**src/rtl/line_pkg.sv**
```systemverilog
// Shared types for the line point generator.
package line_pkg;
    typedef enum logic [2:0] {
        ST_IDLE,
        ST_INIT,
        ST_FIRST,
        ST_LOOP,
        ST_DONE
    } ln_state_t;
endpackage

```
**src/rtl/line_setup.sv**
```systemverilog
// line_setup: combinational setup arithmetic for one line.
// Forms spans, magnitudes, step directions, the initial error and the two
// increment sets (used when the error is >= 0 / < 0).
// Assumes both spans are below 2**(W-2) so nothing overflows.
module line_setup #(
    parameter int W = 12
) (
    input  logic signed [W-1:0] xa,
    input  logic signed [W-1:0] ya,
    input  logic signed [W-1:0] xb,
    input  logic signed [W-1:0] yb,
    output logic signed [W-1:0] e_init,
    output logic signed [W-1:0] einc_p,
    output logic signed [W-1:0] einc_n,
    output logic signed [W-1:0] xinc_p,
    output logic signed [W-1:0] xinc_n,
    output logic signed [W-1:0] yinc_p,
    output logic signed [W-1:0] yinc_n
);
    localparam logic signed [W-1:0] PLUS1  = W'(1);
    localparam logic signed [W-1:0] MINUS1 = {W{1'b1}};
    localparam logic signed [W-1:0] ZERO   = '0;

    logic signed [W-1:0] dx, dy, adx, ady, sx, sy;
    logic                x_major;

    // Purpose: derive per-line constants from the sampled end points.
    always_comb begin
        dx      = xb - xa;
        dy      = yb - ya;
        adx     = dx[W-1] ? -dx : dx;
        ady     = dy[W-1] ? -dy : dy;
        sx      = dx[W-1] ? MINUS1 : PLUS1;
        sy      = dy[W-1] ? MINUS1 : PLUS1;
        x_major = adx > ady;
        if (x_major) begin
            e_init = (ady + ady) - adx;
            einc_p = ady - adx;
            einc_n = ady;
            xinc_p = sx;
            xinc_n = sx;
            yinc_p = sy;
            yinc_n = ZERO;
        end else begin
            e_init = (adx + adx) - ady;
            einc_p = adx - ady;
            einc_n = adx;
            xinc_p = sx;
            xinc_n = ZERO;
            yinc_p = sy;
            yinc_n = sy;
        end
    end
endmodule

```
**src/rtl/line_ctrl.sv**
```systemverilog
// line_ctrl: sequencing FSM. idle -> setup -> first step -> repeated steps
// until the registered end flag is seen -> reload and park in done.
// Assumes eol comes from a register updated on step cycles only.
module line_ctrl
    import line_pkg::*;
(
    input  logic clk,
    input  logic rst_n,
    input  logic start,
    input  logic eol,
    output logic cap,
    output logic ld,
    output logic step,
    output logic pt_valid,
    output logic done
);
    ln_state_t state, state_nx;

    // Purpose: next-state selection.
    always_comb begin
        state_nx = state;
        unique case (state)
            ST_IDLE:  if (start) state_nx = ST_INIT;
            ST_INIT:  state_nx = ST_FIRST;
            ST_FIRST: state_nx = ST_LOOP;
            ST_LOOP:  if (eol) state_nx = ST_DONE;
            ST_DONE:  if (start) state_nx = ST_INIT;
            default:  state_nx = ST_IDLE;
        endcase
    end

    // Purpose: state register with synchronous reset.
    always_ff @(posedge clk) begin
        if (!rst_n) state <= ST_IDLE;
        else        state <= state_nx;
    end

    // Purpose: datapath commands and outputs decoded from the state.
    always_comb begin
        cap      = start && (state == ST_IDLE || state == ST_DONE);
        ld       = (state == ST_INIT) || (state == ST_DONE) ||
                   (state == ST_LOOP && eol);
        step     = (state == ST_FIRST) || (state == ST_LOOP && !eol);
        pt_valid = step;
        done     = (state == ST_DONE);
    end

    assert_reset_quiet_R1: assert property (@(posedge clk)
        !rst_n |=> (!pt_valid && !done));

    assert_end_to_done_R6: assert property (@(posedge clk) disable iff (!rst_n)
        (state == ST_LOOP && eol) |=> (state == ST_DONE));

    assert_busy_ignores_start_R8: assert property (@(posedge clk) disable iff (!rst_n)
        (start && (state == ST_INIT || state == ST_FIRST || state == ST_LOOP))
        |=> (state != ST_INIT));

    assert_flags_exclusive_R6: assert property (@(posedge clk) disable iff (!rst_n)
        !(pt_valid && done));
endmodule

```
**src/rtl/line_core.sv**
```systemverilog
// line_core: coordinate, error and increment registers plus the end flag.
// Captures end points on cap, reloads setup values on ld, steps on step.
// Assumes cap/ld/step come from line_ctrl; ld and step never coincide.
module line_core #(
    parameter int W = 12
) (
    input  logic                clk,
    input  logic                rst_n,
    input  logic                cap,
    input  logic                ld,
    input  logic                step,
    input  logic signed [W-1:0] x_from,
    input  logic signed [W-1:0] y_from,
    input  logic signed [W-1:0] x_to,
    input  logic signed [W-1:0] y_to,
    output logic signed [W-1:0] pt_x,
    output logic signed [W-1:0] pt_y,
    output logic                eol
);
    logic signed [W-1:0] xa, ya, xb, yb;
    logic signed [W-1:0] cx, cy, ce;
    logic signed [W-1:0] r_einc_p, r_einc_n, r_xinc_p, r_xinc_n, r_yinc_p, r_yinc_n;
    logic signed [W-1:0] s_e, s_einc_p, s_einc_n, s_xinc_p, s_xinc_n, s_yinc_p, s_yinc_n;

    line_setup #(.W(W)) u_setup (
        .xa(xa), .ya(ya), .xb(xb), .yb(yb),
        .e_init(s_e),
        .einc_p(s_einc_p), .einc_n(s_einc_n),
        .xinc_p(s_xinc_p), .xinc_n(s_xinc_n),
        .yinc_p(s_yinc_p), .yinc_n(s_yinc_n)
    );

    // Purpose: hold the end points sampled at an accepted start.
    always_ff @(posedge clk) begin
        if (!rst_n) begin
            xa <= '0; ya <= '0; xb <= '0; yb <= '0;
        end else if (cap) begin
            xa <= x_from; ya <= y_from; xb <= x_to; yb <= y_to;
        end
    end

    // Purpose: load setup values or take one grid step with end test.
    always_ff @(posedge clk) begin
        if (!rst_n) begin
            cx <= '0; cy <= '0; ce <= '0; eol <= 1'b0;
            r_einc_p <= '0; r_einc_n <= '0;
            r_xinc_p <= '0; r_xinc_n <= '0;
            r_yinc_p <= '0; r_yinc_n <= '0;
        end else if (ld) begin
            cx <= xa; cy <= ya; ce <= s_e; eol <= 1'b0;
            r_einc_p <= s_einc_p; r_einc_n <= s_einc_n;
            r_xinc_p <= s_xinc_p; r_xinc_n <= s_xinc_n;
            r_yinc_p <= s_yinc_p; r_yinc_n <= s_yinc_n;
        end else if (step) begin
            eol <= (cx == xb) && (cy == yb);
            if (!ce[W-1]) begin
                cx <= cx + r_xinc_p; cy <= cy + r_yinc_p; ce <= ce + r_einc_p;
            end else begin
                cx <= cx + r_xinc_n; cy <= cy + r_yinc_n; ce <= ce + r_einc_n;
            end
        end
    end

    assign pt_x = cx;
    assign pt_y = cy;

    assert_unit_move_R4: assert property (@(posedge clk) disable iff (!rst_n)
        step |=> ((cx == $past(cx)) || (cx == $past(cx) + 1'sb1) || (cx == $past(cx) - 1'sb1)) &&
                 ((cy == $past(cy)) || (cy == $past(cy) + 1'sb1) || (cy == $past(cy) - 1'sb1)));
endmodule

```
**src/rtl/line_stepper.sv**
```systemverilog
// line_stepper: top of the raster line point generator.
// Emits one grid point per clock from start to end, then parks in done.
// Assumes spans below 2**(W-2); start is honoured only when idle or done.
module line_stepper #(
    parameter int W = 12
) (
    input  logic                clk,
    input  logic                rst_n,
    input  logic                start,
    input  logic signed [W-1:0] x_from,
    input  logic signed [W-1:0] y_from,
    input  logic signed [W-1:0] x_to,
    input  logic signed [W-1:0] y_to,
    output logic signed [W-1:0] pt_x,
    output logic signed [W-1:0] pt_y,
    output logic                pt_valid,
    output logic                done
);
    logic cap, ld, step, eol;

    line_ctrl u_ctrl (
        .clk(clk), .rst_n(rst_n), .start(start), .eol(eol),
        .cap(cap), .ld(ld), .step(step), .pt_valid(pt_valid), .done(done)
    );

    line_core #(.W(W)) u_core (
        .clk(clk), .rst_n(rst_n), .cap(cap), .ld(ld), .step(step),
        .x_from(x_from), .y_from(y_from), .x_to(x_to), .y_to(y_to),
        .pt_x(pt_x), .pt_y(pt_y), .eol(eol)
    );

    assert_done_holds_start_R7: assert property (@(posedge clk) disable iff (!rst_n)
        (done && $past(done)) |-> ($stable(pt_x) && $stable(pt_y)));
endmodule

```
**config.mk**
```make
export PLATFORM = sky130hd
export DESIGN_NAME = line_stepper
export DESIGN_NICKNAME = d
export VERILOG_FILES = /design/src/rtl/line_pkg.sv /design/src/rtl/line_setup.sv /design/src/rtl/line_ctrl.sv /design/src/rtl/line_core.sv /design/src/rtl/line_stepper.sv
export SDC_FILE = /design/constraint.sdc
export NUM_CORES = 1
export LEC_CHECK = 0
export ABC_AREA = 1
export ABC_CLOCK_PERIOD_IN_PS = 5100
export BUFFER_PORTS_ARGS = -buffer_cell sky130_fd_sc_hd__buf_2
export CAP_MARGIN = 25
export CORE_UTILIZATION = 60
export DETAILED_ROUTE_END_ITERATION = 10
export PLACE_DENSITY = 0.79
export SLEW_MARGIN = 10
export SYNTH_ARGS = -nofsm -noshare
export SYNTH_HDL_FRONTEND = slang
export SYNTH_SLANG_ARGS = --single-unit
```
**constraint.sdc**
```tcl
create_clock -name clk -period 5.1 [get_ports clk]
set_clock_uncertainty 0.2 [all_clocks]
set_input_delay 0.51 -clock clk [delete_from_list [all_inputs] [get_ports clk]]
set_output_delay 0.51 -clock clk [all_outputs]
set_load 0.05 [all_outputs]
```
==> results by group <==
Floorplanning
  • Core box area: 17200 µm²
  • Row cnt: 48
  • Die H: 134 µm
  • Die width: 134 µm
  • Ports: 77
  • Die ar.: 18100 µm²
  • Initial Utilization: 0.612

Timing
  • Final setup vio count: 0
  • Fmax: 212 MHz
  • Tightest Pin Transition: 0.930 ns
  • Slew Limit Fails: 0
  • Hold Vio Cnt, Final: 0
  • Post-route clock period utilization: 0.924
  • Max-slew headroom: 0.380
  • Tmin final: 4.71 ns

Drt
  • DRC Markers: 0
  • WL/cell: 16.2 µm
  • DRT antenna net count: 0
  • Vias: 10600
  • Total iterations of the first detailed-routing run: 6
  • Final WL: 30900 µm
  • Initial DRC count: 825
  • Via density: 5.59

Worst setup path
  • Crit end category: register
  • Crit path kind: reg2reg
  • Crit-path max FO: 29
  • CP arrival: 4.89 ns
  • Critical Path RT: 5.28 ns
  • CP startpoint kind: register

Final layout
  • Design area: 11700 µm²
  • Antenna cell count: 0
  • Most frequent cells in the layout: nand2_1, inv_1, o21ai_0
  • Synthesis-to-layout area growth: 10.8%
  • Layout cells sized above 1: 0.121
  • Post-Layout Cell Count: 1906
  • Final nets: 1823
  • Most common cell after layout, fill and taps aside: nand2_1

Placement
  • Placed Cells: 1872
  • I/O Buffers: 76
  • Post-DP HPWL: 23100 µm
  • Placed Area: 11000 µm²
  • RD Place Congestion: 0.986

Yosys
  • Gate Count Post-Synth: 1611
  • Multiplexer share of the synthesized area: 0
  • Seq cells post-synth: 119
  • Syn Area/Cell: 6.53 µm²
  • Syn_nets: 1766
  • Main combinational cell family by area after synthesis: simple AND/OR/NAND/NOR gates
  • Yosys cell types: 49
  • Post-Syn Area: 10500 µm²
  • Post-synthesis xor/xnor area fraction: 0.0775
  • Warnings, synthesis: 0
  • Compound-Gate Fraction of Synth Area: 0.152
  • Simple-gate portion of the synthesized area: 0.297
  • Seq/Total Area, Yosys: 0.227
  • Post-synthesis adder-cell area fraction: 0.130

CTS
  • CTS Buf Count: 17
  • Clock buffer depth: 2
  • TritonCTS clock tree: done
  • Root Buffer: clkbuf_16
  • Worst skew pair latency: 0.44 ns
  • Clock transition at path regs: 0.06 ns
  • Clk sinks: 119
  • H-tree depth: 4

Global route
  • Largest net degree at the start of global routing: 85
  • Initial antenna violation count: 0
  • Met2 Use GR: 0.595
  • First-pass GRT wire length: 49400 µm
  • M1 GR Usage: 0.419
  • Grt ovf: 0
  • GRT Total Usage: 0.349
  • Layer with the highest usage: met2
  • Met3 Use GR: 0.0548
  • Number of global-route vias before repair: 10000

Flow run
  • Maxcap violations: 0

Hold path
  • Hold Crit Class: in2reg

Run status
  • Status: completed
sequential cells by signal (all words and copies together) (netlist names):
name	count
u_core.r_einc_n	12
u_core.eol	1
u_core.r_xinc_p	2
u_core.r_einc_p	12
u_core.xb	12
u_core.pt_x	12
u_ctrl.state	3
u_core.r_xinc_n	2
u_core.xa	12
u_core.yb	12
u_core.pt_y	12
u_core.ce	12
u_core.r_yinc_p	1
u_core.r_yinc_n	2
u_core.ya	12
metal layers:
metal / vias up / wire length [µm]
li1: 5340 / -
met1: 4801 / 12800
met2: 423 / 14600
met3: 85 / 1920
met4: 0 / 1580
met5: - / 0
final timing paths:
check	from	endpoint	slack (ns)	depth (start not counted)
setup / recovery	u_core.yb[0]$_SDFFE_PN0P_	u_core.r_einc_n[6]$_SDFFE_PN0N_	0.39	21
hold / removal	x_to[10]	u_core.xb[10]$_SDFFE_PN0P_	0.1	3
setup reg to reg	u_core.yb[0]$_SDFFE_PN0P_	u_core.r_einc_n[6]$_SDFFE_PN0N_	0.39	21
hold reg to reg	u_core.r_xinc_p[10]$_SDFFE_PN0N_	u_core.r_xinc_p[10]$_SDFFE_PN0N_	0.26	2
through the flow:
stage | hold slack (ns) | setup TNS [ns] | setup slack (ns) | util
3_3_place_gp | 0.244 | 0 | 0.421 | 0.643
4_1_cts | 0.0986 | 0 | 0.360 | 0.676
2_1_floorplan | 0.223 | 0 | 0.782 | -
3_5_place_dp | 0.249 | 0 | 0.379 | 0.643
6_report | 0.0962 | 0 | 0.386 | 0.678
5_1_grt | 0.118 | -0.0427 | -0.0253 | 0.678
worst max-delay path: stages (launching register included):
cell,delay [ns]
dfxtp_1,0.35
inv_1,0.07
ha_1,0.21
fa_1,0.43
xnor2_1,0.52
nor2_1,0.13
nand3_1,0.15
o21ai_0,0.11
xnor2_1,0.21
inv_1,0.11
ha_1,0.45
nand2_1,0.10
or2_2,0.29
and3_1,0.20
inv_1,0.12
nand3_2,0.11
nand3_4,0.17
buf_6,0.27
nand4_1,0.19
nand3_1,0.15
nand2_1,0.05
inv_1,0.07
area by class of cell:
class,count,area (µm²)
sequential,119,2380
timing repair buffer,99,569
multi-input combinational,1180,6910
clock buffer,22,474
fill,1587,5520
inverter,251,942
clock inverter,10,96.3
tap,225,282
Yosys cell counts (all sizes together):
master  instances  area (µm²)
clkinv          1        3.75
xor2           48         420
or2             9        56.3
clkbuf         44         165
o21ai         130         651
nand2         366        1490
nor3           11        55.1
o211ai          1        7.51
o21bai          9        82.6
ha             95        1190
fa              9         180
o31ai           2        15.0
a211oi          2        15.0
dfxtp         119        2380
xnor2          45         394
nand4          41         257
nor3b           1        7.51
o221ai          3        26.3
a21o            1        7.51
a21boi          2        15.0
buf            17         125
a31oi          23         144
nand3b          5        41.3
and3            1        6.26
nor4            1        6.26
inv           250         938
a21oi         119         603
nor2          127         523
nand3         124         681
o22ai           5        31.3
logic make-up (layout without fill, tap and decap cells):
kind of cell,count (synthesis),in the layout
simple gates,686,686
compound gates,297,297
buf+inv,312,382
xor+xnor,93,93
fa+ha+maj,104,104
flops,119,119
what timing repair did:
item,4_1_cts,5_1_grt
buffers inserted,0,1
hold buffers,0,0
endpoints found under the setup margin,0,31
resized for setup,0,5
Power is not shown: default switching activity piles up to over one toggle a cycle in this logic, so the estimate is an artifact.
